<file path="config.mk">
export PLATFORM = sky130hd
export DESIGN_NAME = spf_collector
export DESIGN_NICKNAME = d
export VERILOG_FILES = /design/src/rtl/spf_pkg.sv /design/src/rtl/spf_pivot_table.sv /design/src/rtl/spf_line_area.sv /design/src/rtl/spf_ctrl.sv /design/src/rtl/spf_collector.sv
export SDC_FILE = /design/constraint.sdc
export NUM_CORES = 1
export LEC_CHECK = 0
export BUFFER_PORTS_ARGS = -buffer_cell sky130_fd_sc_hd__buf_2
export CAP_MARGIN = 15
export CORE_MARGIN = 2
export CORE_UTILIZATION = 57
export DETAILED_ROUTE_END_ITERATION = 10
export PLACE_DENSITY = 0.8
export SETUP_SLACK_MARGIN = 0.2
export SLEW_MARGIN = 20
export SYNTH_ARGS = -nofsm -noshare
export SYNTH_HDL_FRONTEND = slang
export SYNTH_SLANG_ARGS = --single-unit
</file>
<file path="constraint.sdc">
create_clock -name clk -period 2.24 [get_ports clk]
set_input_delay 0.112 -clock clk [delete_from_list [all_inputs] [get_ports clk]]
set_output_delay 0.112 -clock clk [all_outputs]
set_load 0.1 [all_outputs]
</file>
<file path="src/rtl/spf_pkg.sv">
package spf_pkg;

  typedef enum logic [1:0] {
    ST_IDLE = 2'd0,
    ST_BUSY = 2'd1,
    ST_DONE = 2'd2
  } spf_state_e;

  // saturate a requested count at a structural limit
  function automatic int sat(input int v, input int lim);
    return (v > lim) ? lim : v;
  endfunction

  // counter width able to hold 0..n
  function automatic int cnt_w(input int n);
    return $clog2(n + 1);
  endfunction

endpackage

</file>
<file path="src/rtl/spf_pivot_table.sv">
module spf_pivot_table #(
  parameter int P     = 4,
  parameter int RW    = 3,
  parameter int CW    = 3,
  parameter int CNT_W = 3
) (
  input  logic               clk,
  input  logic               rst_n,
  input  logic               clr,
  input  logic               ins,
  input  logic [RW-1:0]      look_row,
  input  logic [CW-1:0]      look_col,
  output logic [P-1:0]       en,
  output logic [P*RW-1:0]    rows,
  output logic [P*CW-1:0]    cols,
  output logic [P-1:0]       row_hit,
  output logic [P-1:0]       col_hit,
  output logic [CNT_W-1:0]   cnt
);

  logic [RW-1:0] row_q [P];
  logic [CW-1:0] col_q [P];

  always_ff @(posedge clk or negedge rst_n) begin
    if (!rst_n)      cnt <= '0;
    else if (clr)    cnt <= '0;
    else if (ins)    cnt <= cnt + CNT_W'(1);
  end

  for (genvar i = 0; i < P; i++) begin : g_slot
    always_ff @(posedge clk or negedge rst_n) begin
      if (!rst_n) begin
        en[i]    <= 1'b0;
        row_q[i] <= '0;
        col_q[i] <= '0;
      end else if (clr) begin
        en[i]    <= 1'b0;
        row_q[i] <= '0;
        col_q[i] <= '0;
      end else if (ins && cnt == CNT_W'(i)) begin
        en[i]    <= 1'b1;
        row_q[i] <= look_row;
        col_q[i] <= look_col;
      end
    end
    assign row_hit[i]          = en[i] && (row_q[i] == look_row);
    assign col_hit[i]          = en[i] && (col_q[i] == look_col);
    assign rows[i*RW +: RW]    = row_q[i];
    assign cols[i*CW +: CW]    = col_q[i];
  end

endmodule

</file>
<file path="src/rtl/spf_line_area.sv">
module spf_line_area #(
  parameter int DEPTH = 2,
  parameter int EW    = 3,
  parameter int CW    = 2
) (
  input  logic                clk,
  input  logic                rst_n,
  input  logic                clr,
  input  logic [CW-1:0]       cap,
  input  logic                wr,
  input  logic [EW-1:0]       wr_data,
  output logic [CW-1:0]       cnt,
  output logic [DEPTH*EW-1:0] data,
  output logic                mr,
  output logic                stored,
  output logic                spilled
);

  logic [EW-1:0]    ent [DEPTH];
  logic [DEPTH-1:0] match;
  logic             dup;
  logic             full;

  for (genvar k = 0; k < DEPTH; k++) begin : g_cmp
    assign match[k]              = (CW'(k) < cnt) && (ent[k] == wr_data);
    assign data[k*EW +: EW]      = ent[k];
  end

  assign dup     = |match;
  assign full    = (cnt >= cap);
  assign stored  = wr && !dup && !full;
  assign spilled = wr && !dup && full;

  for (genvar k = 0; k < DEPTH; k++) begin : g_ent
    always_ff @(posedge clk or negedge rst_n) begin
      if (!rst_n)                         ent[k] <= '0;
      else if (clr)                       ent[k] <= '0;
      else if (stored && cnt == CW'(k))   ent[k] <= wr_data;
    end
  end

  always_ff @(posedge clk or negedge rst_n) begin
    if (!rst_n) begin
      cnt <= '0;
      mr  <= 1'b0;
    end else if (clr) begin
      cnt <= '0;
      mr  <= 1'b0;
    end else begin
      if (stored) begin
        cnt <= cnt + CW'(1);
        if (cnt + CW'(1) == cap) mr <= 1'b1;
      end
      if (spilled) mr <= 1'b1;
    end
  end

endmodule

</file>
<file path="src/rtl/spf_ctrl.sv">
module spf_ctrl (
  input  logic       clk,
  input  logic       rst_n,
  input  logic       start,
  input  logic       test_done,
  input  logic       over,
  output logic [1:0] state,
  output logic       unrep,
  output logic       busy
);
  import spf_pkg::*;

  spf_state_e st_q;

  always_ff @(posedge clk or negedge rst_n) begin
    if (!rst_n) begin
      st_q  <= ST_IDLE;
      unrep <= 1'b0;
    end else if (start) begin
      st_q  <= ST_BUSY;
      unrep <= 1'b0;
    end else begin
      if (st_q == ST_BUSY && test_done) st_q <= ST_DONE;
      if (over)                         unrep <= 1'b1;
    end
  end

  assign state = st_q;
  assign busy  = (st_q == ST_BUSY);

endmodule

</file>
<file path="src/rtl/spf_collector.sv">
module spf_collector #(
  parameter int ROW_W  = 3,
  parameter int COL_W  = 3,
  parameter int MAX_RS = 3,
  parameter int MAX_CS = 3,
  localparam int P     = MAX_RS + MAX_CS,
  localparam int PC_W  = spf_pkg::cnt_w(P),
  localparam int RC_W  = spf_pkg::cnt_w(MAX_CS),
  localparam int CC_W  = spf_pkg::cnt_w(MAX_RS)
) (
  input  logic                       clk,
  input  logic                       rst_n,
  input  logic                       start,
  input  logic                       test_done,
  input  logic                       flt_vld,
  input  logic [ROW_W-1:0]           flt_row,
  input  logic [COL_W-1:0]           flt_col,
  input  logic [CC_W-1:0]            num_rs,
  input  logic [RC_W-1:0]            num_cs,
  output logic [P-1:0]               piv_en,
  output logic [P*ROW_W-1:0]         piv_row,
  output logic [P*COL_W-1:0]         piv_col,
  output logic [P*RC_W-1:0]          rarea_cnt,
  output logic [P*MAX_CS*COL_W-1:0]  rarea_data,
  output logic [P*CC_W-1:0]          carea_cnt,
  output logic [P*MAX_RS*ROW_W-1:0]  carea_data,
  output logic [P-1:0]               row_mr,
  output logic [P-1:0]               col_mr,
  output logic [1:0]                 st_state,
  output logic                       st_unrep
);
  import spf_pkg::*;

  // named internal events
  logic             busy;
  logic             accept;
  logic             col_mode;
  logic             is_new;
  logic             piv_ins;
  logic             piv_over;
  logic [P-1:0]     row_hit, col_hit;
  logic [PC_W-1:0]  piv_cnt, piv_cap;
  logic [RC_W-1:0]  cap_r;
  logic [CC_W-1:0]  cap_c;
  logic [P-1:0]     rwr, cwr;
  logic [P-1:0]     r_mr, c_mr, cm_mr;
  logic [P-1:0]     r_st, r_sp, c_st, c_sp;

  always_comb begin
    col_mode = (num_rs == '0);
    piv_cap  = PC_W'(sat(int'(num_rs) + int'(num_cs), P));
    cap_r    = RC_W'(sat(int'(num_cs), MAX_CS));
    cap_c    = CC_W'(sat(int'(num_rs), MAX_RS));
    accept   = flt_vld && busy && !start;
    is_new   = col_mode ? !(|col_hit) : (!(|row_hit) && !(|col_hit));
    piv_ins  = accept && is_new && (piv_cnt < piv_cap);
    piv_over = accept && is_new && (piv_cnt >= piv_cap);
    for (int i = 0; i < P; i++) begin
      rwr[i] = accept && !col_mode && row_hit[i] && !col_hit[i];
      cwr[i] = accept && !col_mode && col_hit[i] && !row_hit[i];
    end
  end

  spf_ctrl u_ctrl (
    .clk       (clk),
    .rst_n     (rst_n),
    .start     (start),
    .test_done (test_done),
    .over      (piv_over),
    .state     (st_state),
    .unrep     (st_unrep),
    .busy      (busy)
  );

  spf_pivot_table #(.P(P), .RW(ROW_W), .CW(COL_W), .CNT_W(PC_W)) u_piv (
    .clk      (clk),
    .rst_n    (rst_n),
    .clr      (start),
    .ins      (piv_ins),
    .look_row (flt_row),
    .look_col (flt_col),
    .en       (piv_en),
    .rows     (piv_row),
    .cols     (piv_col),
    .row_hit  (row_hit),
    .col_hit  (col_hit),
    .cnt      (piv_cnt)
  );

  for (genvar i = 0; i < P; i++) begin : g_area
    spf_line_area #(.DEPTH(MAX_CS), .EW(COL_W), .CW(RC_W)) u_rarea (
      .clk     (clk),
      .rst_n   (rst_n),
      .clr     (start),
      .cap     (cap_r),
      .wr      (rwr[i]),
      .wr_data (flt_col),
      .cnt     (rarea_cnt[i*RC_W +: RC_W]),
      .data    (rarea_data[i*MAX_CS*COL_W +: MAX_CS*COL_W]),
      .mr      (r_mr[i]),
      .stored  (r_st[i]),
      .spilled (r_sp[i])
    );

    spf_line_area #(.DEPTH(MAX_RS), .EW(ROW_W), .CW(CC_W)) u_carea (
      .clk     (clk),
      .rst_n   (rst_n),
      .clr     (start),
      .cap     (cap_c),
      .wr      (cwr[i]),
      .wr_data (flt_row),
      .cnt     (carea_cnt[i*CC_W +: CC_W]),
      .data    (carea_data[i*MAX_RS*ROW_W +: MAX_RS*ROW_W]),
      .mr      (c_mr[i]),
      .stored  (c_st[i]),
      .spilled (c_sp[i])
    );

    // column-only mode: each new pivot column is a column repair
    always_ff @(posedge clk or negedge rst_n) begin
      if (!rst_n)                                          cm_mr[i] <= 1'b0;
      else if (start)                                      cm_mr[i] <= 1'b0;
      else if (piv_ins && col_mode && piv_cnt == PC_W'(i)) cm_mr[i] <= 1'b1;
    end
  end

  assign row_mr = r_mr;
  assign col_mr = c_mr | cm_mr;

endmodule

</file>
Word level (Yosys, flattened, before mapping)
Cells that the tools add are included.
- word-level logic and storage cells: 775
- output and inout bits: 189
- flip-flop bits (word level): 198
- mux-type cells: 200
- equal/unequal tests: 90
- magnitude comparators: 51
- reductions and logical operators: 332
- add/sub/neg operators: 14
- bitwise logic cells: 1
- operators with widths (cell ; number):
    3-bit two-way mux ; 99
    1-bit logical AND ; 165
    3-bit equality test ; 48
    2-bit nonzero test ; 63
    1-bit two-way mux ; 75
    3-bit nonzero test ; 24
    2-bit two-way mux ; 26
    1-bit by 2-bit < comparator with 1-bit output (first input constant) ; 24
    1-bit zero test ; 40
    3-bit OR reduction ; 12
    2-bit by 1-bit equality test with 1-bit output (second input constant) ; 13
    2-bit zero test ; 13
    2-bit by 1-bit adder with 2-bit output (second input constant) ; 12
    2-bit equality test ; 12
    2-bit equality test (second input constant) ; 12
    2-bit >= comparator ; 12
    2-bit < comparator (first input constant) ; 12
    2-bit AND reduction ; 12
    6-bit OR reduction ; 2
    3-bit by 2-bit equality test with 1-bit output (second input constant) ; 2
    3-bit equality test (second input constant) ; 2
    6-bit bitwise OR ; 1
    2-bit by 2-bit adder with 3-bit output ; 1
    3-bit by 1-bit adder with 3-bit output (second input constant) ; 1
    5 further kinds ; 5

Longest topological paths before layout
Gate-level depths: netlist of the first run.
- depth after elaboration: 12
- depth in mapped cells: 13
- gate-level depth less buffers: 11

Cells and area by module
Synthesis of the first run repeated with hierarchy kept, for this count alone.
- cell total of the unflattened synthesis: 1191
- area, all modules: 12687.2 um2
- modules (own cells, without submodules) (module ; cells an instance ; area an instance (um2) ; sequential area each (um2) ; times used):
    spf_line_area ; 74 ; 789.5 ; 300.3 ; 12
    spf_pivot_table ; 227 ; 2512.4 ; 1126.1 ; 1
    spf_collector ; 66 ; 586.8 ; 150.1 ; 1
    spf_ctrl ; 10 ; 113.9 ; 75.1 ; 1

Worst setup path before layout of the first run
Ideal clock, no wire load.
- kind: input port to flip-flop
- start: input port num_rs[1]
- end: register u_piv.col_q (netlist bit u_piv.cols[1])
- arrival time: 2.856 ns
- library setup time: 0.080 ns
- path slack: -0.696 ns
- cell stages on the path: 13
- cells stage by stage: buf_1 > inv_1 > fa_1 > clkbuf_1 > ha_1 > nor2b_1 > o21ai_0 > and3b_1 > and3_1 > buf_4 > and3_1 > buf_2 > mux2i_1
- cells in the longest elaborated chain, start to end: 7
- ends and longest elaborated chain (item ; RTL line ; text):
    from (decl) ; spf_collector.sv:18 ; input logic [CC_W-1:0] num_rs,
    2-bit by 2-bit adder with 3-bit output ; spf_collector.sv:51 ; piv_cap = PC_W'(sat(int'(num_rs) + int'(num_cs), P));
    3-bit greater-than comparator ; spf_pkg.sv:11 ; return (v > lim) ? lim : v;
    3-bit two-way mux ; spf_pkg.sv:11 ;
    3-bit < comparator ; spf_collector.sv:56 ; piv_ins = accept && is_new && (piv_cnt < piv_cap);
    1-bit logical AND * ; spf_collector.sv:56 ;
    1-bit logical AND * ; spf_pivot_table.sv:40 ; end else if (ins && cnt == CNT_W'(i)) begin
    2-bit nonzero test (no line) * ; -- ;
    to (signal, indexed assignment) ; spf_pivot_table.sv:43 ; col_q[i] <= look_col;
    to (decl) ; spf_pivot_table.sv:22 ; logic [CW-1:0] col_q [P];
Every way passes the cells marked *; elsewhere a longest branch is shown, timed or not.
A chain may end at the register's enable or synchronous reset.

Worst setup path in the final report of the first run
- start: register u_ctrl.st_q[1], in the netlist u_ctrl.state[1]
- end: register g_area[2].u_rarea.ent (netlist bit g_area[2].u_rarea.data[0])
- cells in the longest elaborated chain, start to end: 10
- ends and longest elaborated chain (item ; RTL line ; text):
    from (decl) ; spf_ctrl.sv:13 ; spf_state_e st_q;
    from (signal assigned) ; spf_ctrl.sv:17 ; st_q <= ST_IDLE;
    from (signal assigned) ; spf_ctrl.sv:20 ; st_q <= ST_BUSY;
    from (signal assigned) ; spf_ctrl.sv:23 ; if (st_q == ST_BUSY && test_done) st_q <= ST_DONE;
    2-bit by 1-bit equality test with 1-bit output ; spf_ctrl.sv:29 ; assign busy = (st_q == ST_BUSY);
    1-bit logical AND (2 in series) ; spf_collector.sv:54 ; accept = flt_vld && busy && !start;
    1-bit logical AND (3 in series) ; spf_collector.sv:59 ; rwr[i] = accept && !col_mode && row_hit[i] && !col_hit[i];
    1-bit logical AND (2 in series) ; spf_line_area.sv:31 ; assign stored = wr && !dup && !full;
    1-bit logical AND ; spf_line_area.sv:38 ; else if (stored && cnt == CW'(k)) ent[k] <= wr_data;
    2-bit nonzero test (no line) ; -- ;
    to (signal, indexed assignment) ; spf_line_area.sv:38 ;
    to (decl) ; spf_line_area.sv:19 ; logic [EW-1:0] ent [DEPTH];
Every way passes these cells.

==> results of run 1 <==
-- cell type report --
class	instances	area, sq um
Multi-Input combinational cell	829	7012
Fill cell	1452	5653
Sequential cell	198	5231
Timing Repair Buffer	288	1936
Clock buffer	26	479.2
Tap cell	275	344.1
Inverter	43	176.4
Clock inverter	6	57.56
-- registers in the layout, summed over array words and instances (netlist names) --
name	cells
g_area.u_rarea.data	54
g_area.u_rarea.cnt	12
u_piv.cols	18
g_area.u_carea.mr	6
cm_mr	6
u_piv.rows	18
u_ctrl.state	2
g_area.u_rarea.mr	6
u_piv.en	6
g_area.u_carea.cnt	12
g_area.u_carea.data	54
u_piv.cnt	3
u_ctrl.unrep	1
-- where the power goes --
part           switching (W)  internal (W)  total (W)
registers          0.0000172       0.00359    0.00361
logic               0.000652      0.000329   0.000982
clock network        0.00130       0.00159    0.00289
total                0.00197       0.00551    0.00748
-- path summary, 6_finish.rpt --
check,startpoint,to,slack (ns),cells past startpoint
min in group asynchronous,rst_n,g_area[5].u_rarea.cnt[0],0.24,2
max in group asynchronous,rst_n,g_area[3].u_carea.cnt[1],1.24,3
max reg2reg,u_ctrl.state[1],g_area[2].u_rarea.data[0],0.04,8
min reg2reg,u_ctrl.unrep,u_ctrl.unrep,0.49,1
max,u_ctrl.state[1],g_area[2].u_rarea.data[0],0.04,8
min,start,g_area[0].u_carea.data[5],0.11,4
-- worst max-delay path, stage by stage (launching register included) --
cell and delay, ns:
dfrtp_4 0.48, and4bb_4 0.36, o21ai_4 0.11, buf_6 0.16, nor4_4 0.30, buf_4 0.19, nand3_4 0.12, nor2_4 0.18
mux2i_1 0.21
-- kinds of logic after synthesis --
group / synth area share [%]
AO/OA/AOI/OAI: 5.083
multiplexers: 10.19
AND/OR/NAND/NOR: 16.97
adder cells (fa/ha/maj): 8.551
flip-flops: 40.99
XOR/XNOR: 12.17
buffers and inverters: 6.046
-- Yosys cell counts (all sizes together) --
cell     count
o211ai       5
nor2        52
ha          81
nor2b       17
clkbuf      34
o2bb2ai      1
mux2i      123
nand2      145
o32a         1
o31ai        1
dfrtp      198
and2         3
and3b        1
o2111ai      1
nand2b      13
a21o         1
or2          6
buf         40
a211oi       1
o21a         2
and3        10
a21oi       22
a31oi       17
and4        13
or3          1
xnor2       84
xor2        84
o21ai       41
o32ai        1
a41oi        1
nand3       30
fa           1
and4bb       1
nor4        36
nor3         3
a31o         7
inv         43
nand4       23
-- cell usage in the layout (no fill, tap or decap), types with 29 or more instances in the layout --
master	instances
dfrtp_2	143
ha_1	71
xnor2_1	80
nand2_1	120
mux2i_1	122
nor2_1	46
inv_1	37
xor2_1	84
buf_2	200
buf_4	56
dfrtp_1	29
-- timing repair --
action | 4_1_cts | 5_1_grt
pin swaps | 15 | 31
hold endpoints to repair | 61 | 0
endpoints found under the setup margin | 166 | 177
resized for setup | 28 | 67
hold buffers | 2 | 0
setup buffers | 9 | 9
cloned | 0 | 1
-- stage by stage --
stage / area, sq um / instances / hold WS (ns) / TNS (ns) / utilization, %
after global routing: 15240 / 1665 / 0.1202 / -0.02503 / 72.94
after global placement: 14080 / 1612 / 0.1571 / -10.98 / 67.42
after detailed placement: 14080 / 1612 / 0.1589 / -13.83 / 67.42
after CTS: 14840 / 1655 / 0.09362 / 0 / 71.03
after floorplan: 12680 / 1144 / -0.1836 / -1.060 / -
final: 15240 / 1665 / 0.1102 / 0 / 72.94
-- metal layers --
layer  up-vias  track usage, %  wire length (um)
met5         -               0                 0
met4         0           9.810               886
met3        70           7.591              2835
met2       391           51.58             17050
met1      4834           39.60             13930
li1       4342               -                 -
==> results.py, run 1 <==
metrics = {
    "status": {
        "status": "finished, final reports clean",
    },
    "global_routing": {
        "grt_usage_pct": 30.89,
        "grt_max_degree": 65,
        "overflow": 0,
        "grt_pass1_wl_um": 53320,
        "antenna_found_initial": 0,
        "grt_pass1_vias": 9871,
    },
    "timing": {
        "max_slew_margin_pct": 51.78,
        "worst_pin_slew_ns": 0.7232,
        "rsz0062_at_grt": "true",
        "min_period_over_period_pct": 98.13,
        "fin_crit_ns": 2.198,
        "final.setup.worst_slack_ns": 0.04190,
        "drv_slew": 0,
        "fin_skew_ns": 0.01087,
        "fmax_mhz": 454.9,
        "hold_viol": 0,
        "setup_violations": 0,
    },
    "logic_synthesis": {
        "yosys_warnings": 0,
        "ys_types": 57,
        "syn-cell-area_sq_um": 12090,
        "netlist_top_cells_area": "dfrtp_1 (41%), mux2i_1 (10%), ha_1 (8.4%)",
        "yosysTopAreaCellShare_pct": 40.99,
        "seq_area_frac_synth_pct": 40.99,
        "syn_avg_cell_area_sq_um": 10.57,
        "syn_nets": 1241,
        "synth_largest_area_cell": "dfrtp_1",
        "ys_ff_latch": 198,
        "syn_inst": 1144,
    },
    "route": {
        "wl_per_cell_um": 20.84,
        "vias": 9637,
        "wl_um": 34700,
        "drtIter0Drc": 509,
        "drt-pass1-iter-count": 6,
        "drtAntennaViolNets": 0,
        "drc": 0,
        "avgViaCountPerCell": 5.788,
    },
    "floorplanning": {
        "die_area_sq_um": 22380,
        "rows": 53,
        "fp.dieW_um": 149.6,
        "io_pins": 204,
        "start_util_pct": 57.86,
        "core_sq_um": 20890,
        "die-height_um": 149.6,
    },
    "clock_network": {
        "cts_tree": "done",
        "cts_sinks": 198,
        "clk_pin_slew_ns": 0.07,
        "insertion_delay_ns": 0.44,
        "htree_levels": 4,
        "cts-buffers-inserted": 17,
        "root_buffer": "clkbuf_16",
        "clk_path_buf_depth": 2,
    },
    "critical_path": {
        "path_max_fanout": 4,
        "arrival_ns": 2.55,
        "worstSetupPathType": "reg2reg",
        "worstSetupEndpointType": "flop",
        "worstPathRequired_ns": 2.60,
        "startpoint_type": "flop",
    },
    "power_and_ir_drop": {
        "power_leakage_nw": 7.622,
        "power.density_nw_per_um2": 490.8,
        "finalPower_w": 0.007477,
        "peakVddDrop_v": 0.0005343,
    },
    "placed_design": {
        "io_buffers": 203,
        "place_congestion": 0.8653,
        "preCtsSetupSlack_ns": -0.3551,
        "dp_hpwl_um": 23980,
    },
    "finish": {
        "antenna_cells": 0,
        "drive_above_1_share_pct": 44.68,
        "fin_nets": 1474,
        "areaGrowthSynthToFinish_pct": 26.06,
    },
    "flow_run": {
        "maxCapViolCount": 0,
    },
    "worst_hold_path": {
        "hold_path_class": "in2reg",
    },
}
(Power assumes the default switching activity.)
==> run 2, diff against run 1 <==
SETUP_SLACK_MARGIN = 0.5   (was 0.2)
==> results.py, run 2 (synthesis gave the netlist of run 1 again) <==
metrics = {
    "global_routing": {
        "antenna_found_initial": 0,
        "grt_max_degree": 60,
        "grt_pass1_vias": 9913,
        "overflow": 0,
        "grt_use_met2_pct": 53.76,
        "grtUsageMet3_pct": 5.213,
        "grt_pass1_wl_um": 54920,
        "grt.busiest_layer": "met2",
        "grt_util_met1_pct": 41.26,
        "grt_usage_pct": 31.87,
    },
    "critical_path": {
        "worstSetupEndpointType": "flop",
        "reg2reg_setup_slack_ns": 0.05,
        "max_stage_delay_ns": 0.47,
        "arrival_ns": 2.49,
        "crit_path_frequent_cell": "buf_6",
        "crit_slowest_cell": "dfrtp_4",
        "worstSetupPathType": "reg2reg",
        "path_max_fanout": 4,
        "startpoint_type": "flop",
        "cp_cell_sequence": "and4bb_4, o21ai_4, buf_4, buf_6, nor4_4, and3_4, buf_6, mux2i_1, nor2_1",
        "worstPathRequired_ns": 2.54,
    },
    "finish": {
        "most-common-layout-cells": "buf_2 (200), dfrtp_2 (146), mux2i_1 (121)",
        "final_cell_count_no_fill": 1691,
        "regArea_sq_um": 5246,
        "n_fill_cell": 1365,
        "multiInputGateArea_sq_um": 7184,
        "areaGrowthSynthToFinish_pct": 29.81,
        "final_util_pct": 75.11,
        "final_common_cell": "buf_2",
        "fin_nets": 1501,
        "antenna_cells": 0,
        "drive_above_1_share_pct": 48.94,
    },
    "power_and_ir_drop": {
        "switching_power_w": 0.002079,
        "p_sw_share_pct": 27.32,
        "peakVddDrop_v": 0.0006039,
        "finalPower_w": 0.007610,
        "p_clk_share_pct": 39.0,
        "internal_power_w": 0.005531,
        "p_comb_share_pct": 13.5,
        "power_leakage_nw": 7.822,
        "power.density_nw_per_um2": 485.0,
        "pwr-share-seq_pct": 47.4,
    },
    "floorplanning": {
        "die_area_sq_um": 22380,
        "start_util_pct": 57.86,
        "die-height_um": 149.6,
        "fp.dieW_um": 149.6,
        "io_pins": 204,
        "core_sq_um": 20890,
        "rows": 53,
    },
    "route": {
        "drtIter0Drc": 696,
        "avgViaCountPerCell": 5.836,
        "drtAntennaViolNets": 0,
        "vias": 9869,
        "wl_per_cell_um": 21.29,
        "drt-pass1-iter-count": 5,
        "wl_um": 36010,
        "drc": 0,
    },
    "timing": {
        "fmax_mhz": 456.4,
        "max_slew_margin_pct": 42.96,
        "hold_viol": 0,
        "rsz0062_at_grt": "true",
        "holdWs_ns": 0.2174,
        "drv_slew": 0,
        "fin_skew_ns": 0.01034,
        "min_period_over_period_pct": 97.80,
        "setup_violations": 0,
        "worst_pin_slew_ns": 0.8525,
        "fin_crit_ns": 2.191,
        "final.setup.worst_slack_ns": 0.04917,
    },
    "placed_design": {
        "dp_cells": 1614,
        "io_buffers": 203,
        "dp_hpwl_um": 24120,
        "preCtsSetupSlack_ns": -0.4080,
        "place_congestion": 0.8899,
    },
    "clock_network": {
        "cts-buffers-inserted": 17,
        "htree_levels": 4,
        "insertion_delay_ns": 0.44,
        "cts_tree": "done",
        "root_buffer": "clkbuf_16",
        "clk_path_buf_depth": 2,
        "cts_sinks": 198,
        "clk_pin_slew_ns": 0.07,
    },
    "status": {
        "status": "finished, final reports clean",
    },
    "flow_run": {
        "maxCapViolCount": 0,
    },
    "worst_hold_path": {
        "hold_path_class": "in2async",
    },
}
[run 2: cell types whose count changed in the layout (fill, tap and decap cells not counted), moves of 6 or more]
| cell | previous run | this run |
|---|---|---|
| nor4_2 | 5 | 11 |
| xnor2_1 | 80 | 73 |
| buf_6 | 12 | 29 |
| inv_2 | 3 | 21 |
| dfrtp_1 | 29 | 23 |
| buf_4 | 56 | 67 |
| inv_1 | 37 | 18 |
| xnor2_2 | 4 | 10 |
| nor4_1 | 12 | 6 |
[run 2: timing repair]
item,4_1_cts,5_1_grt
pin swaps,37,32
endpoints found under the setup margin,189,195
hold buffers,2,0
gates resized for setup,59,39
cloned,1,0
buffers inserted,29,14
hold endpoints to repair,57,0
[run 2: final cells by class]
class	count	area share, %
repair buffers	315	13.97
well taps	275	2.193
clock buffers	23	2.982
flip-flops and latches	198	33.44
clock inverters	8	0.4864
inverters	43	1.140
multi-input cells	829	45.79
[run 2: routing by layer]
layer	part of all wire, %	vias to the layer above
met5	0	-
met4	2.8	0
met3	7.1	67
met2	49	438
met1	41	4961
li1	-	4403
[run 2: path summary, 6_finish.rpt]
path                                           start                         to  cells after the start
worst max-delay path                 u_ctrl.state[1]   g_area[5].u_carea.cnt[1]                      9
worst min-delay path                           rst_n  g_area[5].u_rarea.data[0]                      2
worst max register to register       u_ctrl.state[1]   g_area[5].u_carea.cnt[1]                      9
worst min register to register  g_area[3].u_carea.mr       g_area[3].u_carea.mr                      2
max in group asynchronous                      rst_n   g_area[4].u_carea.cnt[1]                      3
min in group clk                               start  g_area[1].u_carea.data[7]                      4
[run 2: power by group through the flow]
stage | logic (W) | clock network (W) | registers (W)
floorplan | 0.000507 | 0 | 0.00378
global placement | 0.000872 | 0 | 0.00368
detailed placement | 0.000892 | 0 | 0.00368
CTS | 0.000972 | 0.00295 | 0.00361
global route | 0.00109 | 0.00310 | 0.00361
finish | 0.00103 | 0.00297 | 0.00361
[run 2: through the flow]
step           setup TNS, ns  cell area (sq um)
6_report                   0              15690
5_1_grt                    0              15690
4_1_cts                    0              15370
3_5_place_dp          -13.20              14290
3_3_place_gp          -11.04              14290
2_1_floorplan         -1.042              12910
[run 2: critical path, delay by kind of cell (launching register included)]
family	cells	cell delay [ns]
and+or+nand+nor	4	0.82
DFF	1	0.47
buffers and inverters	3	0.40
muxes	1	0.24
AOI/OAI and AO/OA	1	0.11
==> run 3, diff against run 2 <==
CORE_UTILIZATION = 45   (was 57)
PLACE_DENSITY = 0.65   (was 0.8)
clock period = 2.7 ns   (was 2.24 ns; I/O delays follow)
==> results.py, run 3 (synthesis gave the netlist of run 1 again) <==
metrics = {
    "placed_design": {
        "dp_hpwl_um": 24680,
        "place_congestion": 0.8292,
        "io_buffers": 203,
        "dpl_cell_area_sq_um": 13520,
    },
    "route": {
        "vias": 9300,
        "drc": 0,
        "drtAntennaViolNets": 0,
        "drt-pass1-iter-count": 5,
        "avgViaCountPerCell": 5.483,
        "wl_um": 35170,
        "wl_per_cell_um": 20.73,
        "drtIter0Drc": 570,
    },
    "critical_path": {
        "worstSetupEndpointType": "flop",
        "reg2reg_from": "u_ctrl.state[1]",
        "reg2reg_depth": 8,
        "worstSetupPathType": "in2reg",
        "crit_cells": 12,
        "worstPathRequired_ns": 3.05,
        "max_stage_delay_ns": 0.49,
        "endpoint": "u_piv.cols[2]",
        "reg2reg_setup_slack_ns": 0.52,
        "r2r_end": "g_area[1].u_carea.data[7]",
        "cp_cell_sequence": "buf_8, ha_4, inv_2, fa_1, ha_1, nor2b_4, o21ai_1, and3b_1, and3_4, buf_12, and3_4, mux2i_1",
        "crit_slowest_cell": "fa_1",
        "path_max_fanout": 7,
        "crit_path_frequent_cell": "and3_4",
        "startpoint": "num_cs[0]",
        "arrival_ns": 2.54,
        "crit_buf_inv": 3,
        "cp_top_family": "adder cells",
        "startpoint_type": "input pin",
    },
    "timing": {
        "fin_skew_ns": 0.01433,
        "rsz0062_at_grt": "true",
        "max_slew_margin_pct": 51.34,
        "fmax_mhz": 456.9,
        "drv_slew": 0,
        "setup_violations": 0,
        "hold_viol": 0,
        "tns_ns": 0,
        "min_period_over_period_pct": 81.05,
        "worst_pin_slew_ns": 0.7299,
        "holdWs_ns": 0.1792,
        "fin_crit_ns": 2.188,
    },
    "clock_network": {
        "cts_sinks": 198,
        "clk_pin_slew_ns": 0.08,
        "root_buffer": "clkbuf_16",
        "cts-buffers-inserted": 17,
        "insertion_delay_ns": 0.44,
        "htree_levels": 4,
        "clk_path_buf_depth": 2,
        "cts_tree": "done",
    },
    "finish": {
        "antenna_cells": 0,
        "multiInputGateArea_sq_um": 6590,
        "n_fill_cell": 2329,
        "fin_nets": 1445,
        "areaGrowthSynthToFinish_pct": 19.69,
        "final_util_pct": 55.20,
        "final_common_cell": "buf_2",
        "drive_above_1_share_pct": 32.77,
        "regArea_sq_um": 5049,
        "most-common-layout-cells": "buf_2 (200), dfrtp_1 (125), nand2_1 (123), mux2i_1 (123)",
        "final_cell_area_sq_um": 14470,
    },
    "floorplanning": {
        "io_pins": 204,
        "die_area_sq_um": 28190,
        "start_util_pct": 46.12,
        "fp.dieW_um": 167.9,
        "rows": 59,
        "core_sq_um": 26210,
        "die-height_um": 167.9,
    },
    "global_routing": {
        "grt_pass1_vias": 9370,
        "grt_max_degree": 86,
        "grt_usage_pct": 25.09,
        "antenna_found_initial": 0,
        "grt_pass1_wl_um": 54850,
        "overflow": 0,
    },
    "power_and_ir_drop": {
        "finalPower_w": 0.006424,
        "peakVddDrop_v": 0.0003668,
        "power.density_nw_per_um2": 444.0,
        "power_leakage_nw": 7.525,
    },
    "worst_hold_path": {
        "hold_path_class": "in2reg",
        "holdPathStages": 4,
    },
    "flow_run": {
        "maxCapViolCount": 0,
    },
    "status": {
        "status": "finished, final reports clean",
    },
}
-- run 3: changes by cell type in the layout (fill, tap and decap cells not counted), moves of 20 or more --
cell / change
dfrtp_1: +102
buf_4: -25
inv_1: +21
inv_2: -20
dfrtp_2: -74
buf_6: -27
dfrtp_4: -28
-- run 3: layout make-up --
class,instances,area share (%)
inverter,43,1.220
clock buffer,17,2.941
sequential,198,34.90
clock inverter,15,1.306
multi-input combinational,829,45.55
tap,335,2.897
timing repair buffer,259,11.18
-- run 3: repair_timing --
action	CTS	global route
endpoints found under the hold margin	81	0
buffers inserted	4	6
pin swaps	4	11
hold buffers	2	0
gates cloned	0	2
endpoints found under the setup margin	88	98
gates resized for setup	18	27
-- run 3: worst min-delay path: cells and delay by family --
kind	cells	cell delay [ns]
muxes	1	0.06
buffers and inverters	2	0.28
and+or+nand+nor	1	0.10
-- run 3: report_power, final --
part | switching [W] | leakage [nW] | internal, W | total, W
clock network | 0.00127 | 0.301 | 0.00141 | 0.00268
logic | 0.000507 | 4.58 | 0.000242 | 0.000749
registers | 0.0000177 | 2.64 | 0.00298 | 0.00300
-- run 3: stage by stage --
step	worst slack, ns	cells
floorplan	0.3107	1144
global placement	0.08405	1650
detailed placement	0.03573	1650
CTS	0.4750	1688
global route	0.4081	1696
finish	0.5116	1696
-- run 3: how the worst min path moves through the flow --
stage | slack, ns | end | startpoint
2_1_floorplan | -0.16 | cm_mr[0] | rst_n
3_5_place_dp | 0.24 | g_area[5].u_rarea.mr | rst_n
6_report | 0.18 | g_area[2].u_carea.data[4] | start
5_1_grt | 0.20 | u_piv.rows[8] | start
3_3_place_gp | 0.25 | g_area[5].u_rarea.mr | rst_n
4_1_cts | 0.17 | g_area[2].u_carea.data[4] | start
-- run 3: metal layers --
| layer | up-vias | global-route usage (%) | share of wire, % |
|---|---|---|---|
| li1 | 4304 | - | - |
| met1 | 4652 | 32.79 | 43 |
| met2 | 296 | 42.38 | 49 |
| met3 | 48 | 5.242 | 6.5 |
| met4 | 0 | 6.843 | 2.0 |
| met5 | - | 0 | 0 |
